`src/rtl/cpwm_pkg.sv`:
```
package cpwm_pkg;

    localparam int unsigned CNT_W = 16;
    localparam int unsigned PSC_W = 8;
    localparam int unsigned DT_W  = 8;
    localparam int unsigned SEL_W = 2;

    typedef enum logic [SEL_W-1:0] {
        SEL_PSC = 2'd0,
        SEL_TOP = 2'd1,
        SEL_CMP = 2'd2,
        SEL_DT  = 2'd3
    } sel_e;

    typedef struct packed {
        logic [PSC_W-1:0] psc;
        logic [CNT_W-1:0] top;
        logic [CNT_W-1:0] cmp;
        logic [DT_W-1:0]  dt;
    } cfg_t;

    localparam cfg_t CFG_RST = '{psc: '0, top: '0, cmp: '0, dt: '0};

    function automatic cfg_t cfg_write(cfg_t c, sel_e s, logic [CNT_W-1:0] d);
        cfg_t r;
        r = c;
        case (s)
            SEL_PSC: r.psc = d[PSC_W-1:0];
            SEL_TOP: r.top = d;
            SEL_CMP: r.cmp = d;
            SEL_DT:  r.dt  = d[DT_W-1:0];
            default: r = c;
        endcase
        return r;
    endfunction

endpackage

```
`src/rtl/cpwm_cfg_regs.sv`:
```
module cpwm_cfg_regs
    import cpwm_pkg::*;
(
    input  logic             clk,
    input  logic             rst,
    input  logic             wr_en,
    input  sel_e             wr_sel,
    input  logic [CNT_W-1:0] wr_data,
    input  logic             load,
    output cfg_t             act
);

    cfg_t shadow_q, shadow_d, act_q;

    always_comb begin
        shadow_d = shadow_q;
        if (wr_en) shadow_d = cfg_write(shadow_q, wr_sel, wr_data);
    end

    always_ff @(posedge clk) begin
        if (rst) begin
            shadow_q <= CFG_RST;
            act_q    <= CFG_RST;
        end else begin
            shadow_q <= shadow_d;
            if (load) act_q <= shadow_d;
        end
    end

    assign act = act_q;

    // running configuration only changes at a load point
    p_active_hold_r8: assert property (@(posedge clk) disable iff (rst)
        !load |=> $stable(act_q));

endmodule

```
`src/rtl/cpwm_timebase.sv`:
```
module cpwm_timebase
    import cpwm_pkg::*;
(
    input  logic             clk,
    input  logic             rst,
    input  logic             en,
    input  cfg_t             act,
    output logic             tick,
    output logic             wrap,
    output logic             raw,
    output logic             strobe
);

    logic [PSC_W-1:0] pre_q;
    logic [CNT_W-1:0] cnt_q;
    logic             strobe_q;

    assign tick = en && (pre_q == act.psc);
    assign wrap = tick && (cnt_q == act.top);
    assign raw  = (cnt_q <= act.cmp);

    always_ff @(posedge clk) begin
        if (rst || !en) begin
            pre_q    <= '0;
            cnt_q    <= '0;
            strobe_q <= 1'b0;
        end else begin
            pre_q    <= tick ? '0 : pre_q + 1'b1;
            strobe_q <= wrap;
            if (tick) cnt_q <= wrap ? '0 : cnt_q + 1'b1;
        end
    end

    assign strobe = strobe_q;

    // counter never passes the running top value
    p_cnt_range_r3: assert property (@(posedge clk) disable iff (rst)
        cnt_q <= act.top);

    // counter only steps on a timer tick
    p_cnt_on_tick_r2: assert property (@(posedge clk) disable iff (rst)
        (en && !tick) |=> $stable(cnt_q));

    // strobe coincides with the first count of a period
    p_strobe_zero_r3: assert property (@(posedge clk) disable iff (rst)
        strobe_q |-> (cnt_q == '0));

endmodule

```
`src/rtl/cpwm_deadband.sv`:
```
module cpwm_deadband
    import cpwm_pkg::*;
(
    input  logic            clk,
    input  logic            rst,
    input  logic            en,
    input  logic            tick,
    input  logic            raw,
    input  logic [DT_W-1:0] dt,
    output logic            gate_hi,
    output logic            gate_lo
);

    logic            armed_q;
    logic            lvl_q;
    logic [DT_W-1:0] dcnt_q;
    logic            settled;

    always_ff @(posedge clk) begin
        if (rst || !en) begin
            armed_q <= 1'b0;
            lvl_q   <= 1'b0;
            dcnt_q  <= '0;
        end else if (tick) begin
            if (!armed_q || (raw != lvl_q)) begin
                armed_q <= 1'b1;
                lvl_q   <= raw;
                dcnt_q  <= dt;
            end else if (dcnt_q != '0) begin
                dcnt_q  <= dcnt_q - 1'b1;
            end
        end
    end

    assign settled = armed_q && (dcnt_q == '0);
    assign gate_hi = settled && lvl_q;
    assign gate_lo = settled && !lvl_q;

    // the two switches are never driven together
    p_no_overlap_r5: assert property (@(posedge clk) disable iff (rst)
        !(gate_hi && gate_lo));

    // gates drop on the edge after enable is seen low
    p_off_when_idle_r1: assert property (@(posedge clk) disable iff (rst)
        !en |=> (!gate_hi && !gate_lo));

endmodule

```
`src/rtl/cpwm_leg.sv`:
```
module cpwm_leg
    import cpwm_pkg::*;
(
    input  logic             clk,
    input  logic             rst,
    input  logic             en,
    input  logic             wr_en,
    input  logic [SEL_W-1:0] wr_sel,
    input  logic [CNT_W-1:0] wr_data,
    output logic             gate_hi,
    output logic             gate_lo,
    output logic             period_start
);

    cfg_t act;
    logic tick, wrap, raw;

    cpwm_cfg_regs u_regs (
        .clk     (clk),
        .rst     (rst),
        .wr_en   (wr_en),
        .wr_sel  (sel_e'(wr_sel)),
        .wr_data (wr_data),
        .load    (!en || wrap),
        .act     (act)
    );

    cpwm_timebase u_tb (
        .clk    (clk),
        .rst    (rst),
        .en     (en),
        .act    (act),
        .tick   (tick),
        .wrap   (wrap),
        .raw    (raw),
        .strobe (period_start)
    );

    cpwm_deadband u_db (
        .clk     (clk),
        .rst     (rst),
        .en      (en),
        .tick    (tick),
        .raw     (raw),
        .dt      (act.dt),
        .gate_hi (gate_hi),
        .gate_lo (gate_lo)
    );

endmodule

```
`config.mk`:
```
export PLATFORM = sky130hd
export DESIGN_NAME = cpwm_leg
export DESIGN_NICKNAME = d
export VERILOG_FILES = /design/src/rtl/cpwm_pkg.sv /design/src/rtl/cpwm_cfg_regs.sv /design/src/rtl/cpwm_timebase.sv /design/src/rtl/cpwm_deadband.sv /design/src/rtl/cpwm_leg.sv
export SDC_FILE = /design/constraint.sdc
export NUM_CORES = 1
export LEC_CHECK = 0
export BUFFER_PORTS_ARGS = -buffer_cell sky130_fd_sc_hd__buf_2
export CORE_MARGIN = 1.5
export CORE_UTILIZATION = 55
export CTS_CLUSTER_DIAMETER = 80
export DETAILED_ROUTE_END_ITERATION = 8
export GPL_TIMING_DRIVEN = 1
export PLACE_DENSITY = 0.82
export SYNTH_ARGS = -nofsm -noshare
export SYNTH_HDL_FRONTEND = slang
export SYNTH_SLANG_ARGS = --single-unit
```
`constraint.sdc`:
```
create_clock -name clk -period 3.2 [get_ports clk]
set_input_delay 0.64 -clock clk [delete_from_list [all_inputs] [get_ports clk]]
set_output_delay 0.64 -clock clk [all_outputs]
set_load 0.1 [all_outputs]
```
==> results_dict.tcl <==
set metrics [dict create \
    synth-xor-area-share_pct 6.937 \
    synthesis.area_um2 5555 \
    vias 4520 \
    first_iter_violations 304 \
    status "complete, no violations" \
    ys_seq_area_share_pct 47.21 \
    clkSlewWorstSetupHoldPaths_ps 60 \
    grt.overflow.total 0 \
    post_synth_inst_count 598 \
    nFillCells 732 \
    initial_utilization_pct 56.84 \
    synth-compound-area-share_pct 16.15 \
    crit_arrival_ps 2290 \
    power_density_nw_per_um2 628.6 \
    first_global_vias 4305 \
    nNetsFinal 661 \
    antenna_left 0 \
    drv_cap 0 \
    die_y_um 103.5 \
    min_path_type "input pin to flip-flop" \
    yosysTopAreaCell "dfxtp_1" \
    yosysUniqueCellTypes 53 \
    maxSlewViolCount 0 \
    via_per_inst 5.908 \
    yosys_warnings 0 \
    muxShareOfSynthArea_pct 3.063 \
    drive_gt1_share_pct 12.18 \
    seqCellArea_um2 2623 \
    rsz0062_at_grt "no" \
    critPathLaunchType "flip-flop" \
    cts-root-buf "clkbuf_8" \
    ys.flop_type "dfxtp_1" \
    finalSetupViolCount 0 \
    ioPinCount 25 \
    avgSynthCellArea_um2 9.290 \
    cts_hold_buf 0 \
    p_leak_nw 2.597 \
    die_area_um2 10710 \
    core.rowCount 36 \
    multiInputGateArea_um2 2763 \
    worstSkewPairLatency_ps 530 \
    setup_tns_ps 0 \
    synthesis.nets 639 \
    fmax_mhz 340.7 \
    core_um2 9774 \
    fin_skew_ps 11.59 \
    finalHoldViolCount 0 \
    post-cts-setup-buffer-count 0 \
    maxSlewHeadroom_pct 44.06 \
    crit_required_ps 2560 \
    die_x_um 103.5 \
    synth_top_area_share_pct 47.21 \
    synth_common_cells "dfxtp_1 (131), nand2_1 (89), nor2_1 (48), o22a_1 (48), a21oi_1 (42)" \
    drc 0 \
    grt_max_degree 50 \
    synth_edf_count 0 \
    antenna_found_initial 0 \
    cts_tree "yes" \
    yosysMostFrequentCell "dfxtp_1" \
    cts.sinks 131 \
    area_delta_synth_final_pct 15.41 \
    worstMarginPinSlew_ps 831.5 \
    ir_worst_vdd_mv 0.3842 \
    totalWireLength_um 13280 \
    placed_area_um2 5808 \
    routedWlPerCell_um 17.36 \
    dr.pass1.iters 5 \
    track_usage_pct 25.43 \
    yosys.area_share.adder_pct 4.279 \
    h-tree-depth 4 \
    cts.path.max_buffers 2 \
    cts_resized 0 \
    synth_top_family_by_area "simple AND/OR/NAND/NOR gates" \
    async_flop_share_pct 0 \
    n_antenna_cell 0 \
    gp_congestion 0.8699 \
    fin_area_um2 6411 \
    synthTopCellsByArea "dfxtp_1 (47%), o22a_1 (7.6%), nand2_1 (6.0%)" \
    min_period_ps 2935 \
    final_util_pct 65.59 \
    port_buffers 24 \
    synth-simple-area-share_pct 19.10 \
    synth-seq-cells 131 \
    crit_fanout 4 \
    cp-end-kind "output port" \
    post-route-period-util_pct 91.72 \
    post-dp-hpwl_um 8606 \
    grt_pass1_wl_um 21490 \
    cts-buffers-inserted 17 \
    path_class "flip-flop to output port" \
]
[cell type report]
type	instances	area share [%]
inverter	19	1.112
tap	133	2.596
sequential	131	40.91
clock buffer	19	6.577
clock inverter	12	2.830
multi-input combinational	420	43.09
timing repair buffer	31	2.888
[routing by layer]
metal / routed length [um] / track usage, %
met5: 0 / 0
met4: 255 / 8.929
met3: 869 / 6.419
met2: 6305 / 40.71
met1: 5851 / 33.49
[kinds of logic (layout without fill, tap and decap cells)]
| group | Yosys count | count (layout) |
|---|---|---|
| and+or+nand+nor | 217 | 217 |
| DFF | 131 | 131 |
| AOI/OAI and AO/OA | 123 | 123 |
| buffers and inverters | 47 | 81 |
| xor gates and xnor gates | 44 | 44 |
| adders and majority gates | 19 | 19 |
| muxes | 17 | 17 |
[flip-flops by register name, indices dropped and copies added, names as in the netlist]
name / count
u_db.lvl_q: 1
u_tb.cnt_q: 16
u_regs.act: 48
u_regs.shadow_q: 48
u_tb.pre_q: 8
u_tb.strobe: 1
u_db.dcnt_q: 8
u_db.armed_q: 1
[worst paths after layout]
kind / start / endpoint / slack (ps) / cells past startpoint
min reg2reg: u_regs.shadow_q[20] / u_regs.shadow_q[20] / 460 / 2
max: u_db.dcnt_q[0] / gate_hi / 270 / 7
max reg2reg: u_regs.act[16] / u_db.dcnt_q[1] / 490 / 9
min: wr_data[12] / u_regs.shadow_q[20] / 390 / 3
[where the power goes]
group	switching (mW)	total [mW]	internal, mW
Sequential	0.0458	1.74	1.70
Clock	0.713	1.98	1.26
Combinational	0.188	0.310	0.122
Total	0.946	4.03	3.08
[through the flow]
stage	setup WS, ps	hold WS, ps	instances	power, mW
after floorplan	271.5	440.7	598	1.983
after global placement	747.9	446.9	734	2.065
after detailed placement	560.7	456.3	734	2.077
after CTS	250.5	383.5	765	4.031
after global routing	38.48	394.6	765	4.146
final	265.0	394.3	765	4.030
[placed cells by master (no fill, tap or decap), types with 5 or more instances in the layout]
cell,count
o22a_1,48
xor2_1,14
nor3_1,10
and3_1,6
nand2_1,89
buf_2,24
buf_4,6
dfxtp_1,131
or3_1,5
clkbuf_16,16
xnor2_1,30
nand4_1,13
ha_1,19
mux2i_1,17
inv_1,19
o21ai_0,7
nand3_1,15
a21oi_1,41
nor2_1,48
a31oi_1,5
[critical path, cell delays in order, from the launching register on]
cell	delay, ps
dfxtp_1	320
inv_1	80
ha_1	180
nor2b_1	260
nand2_1	130
nor3_1	200
and3_1	180
buf_2	420
Note: power is estimated with default switching activity, not from simulation.
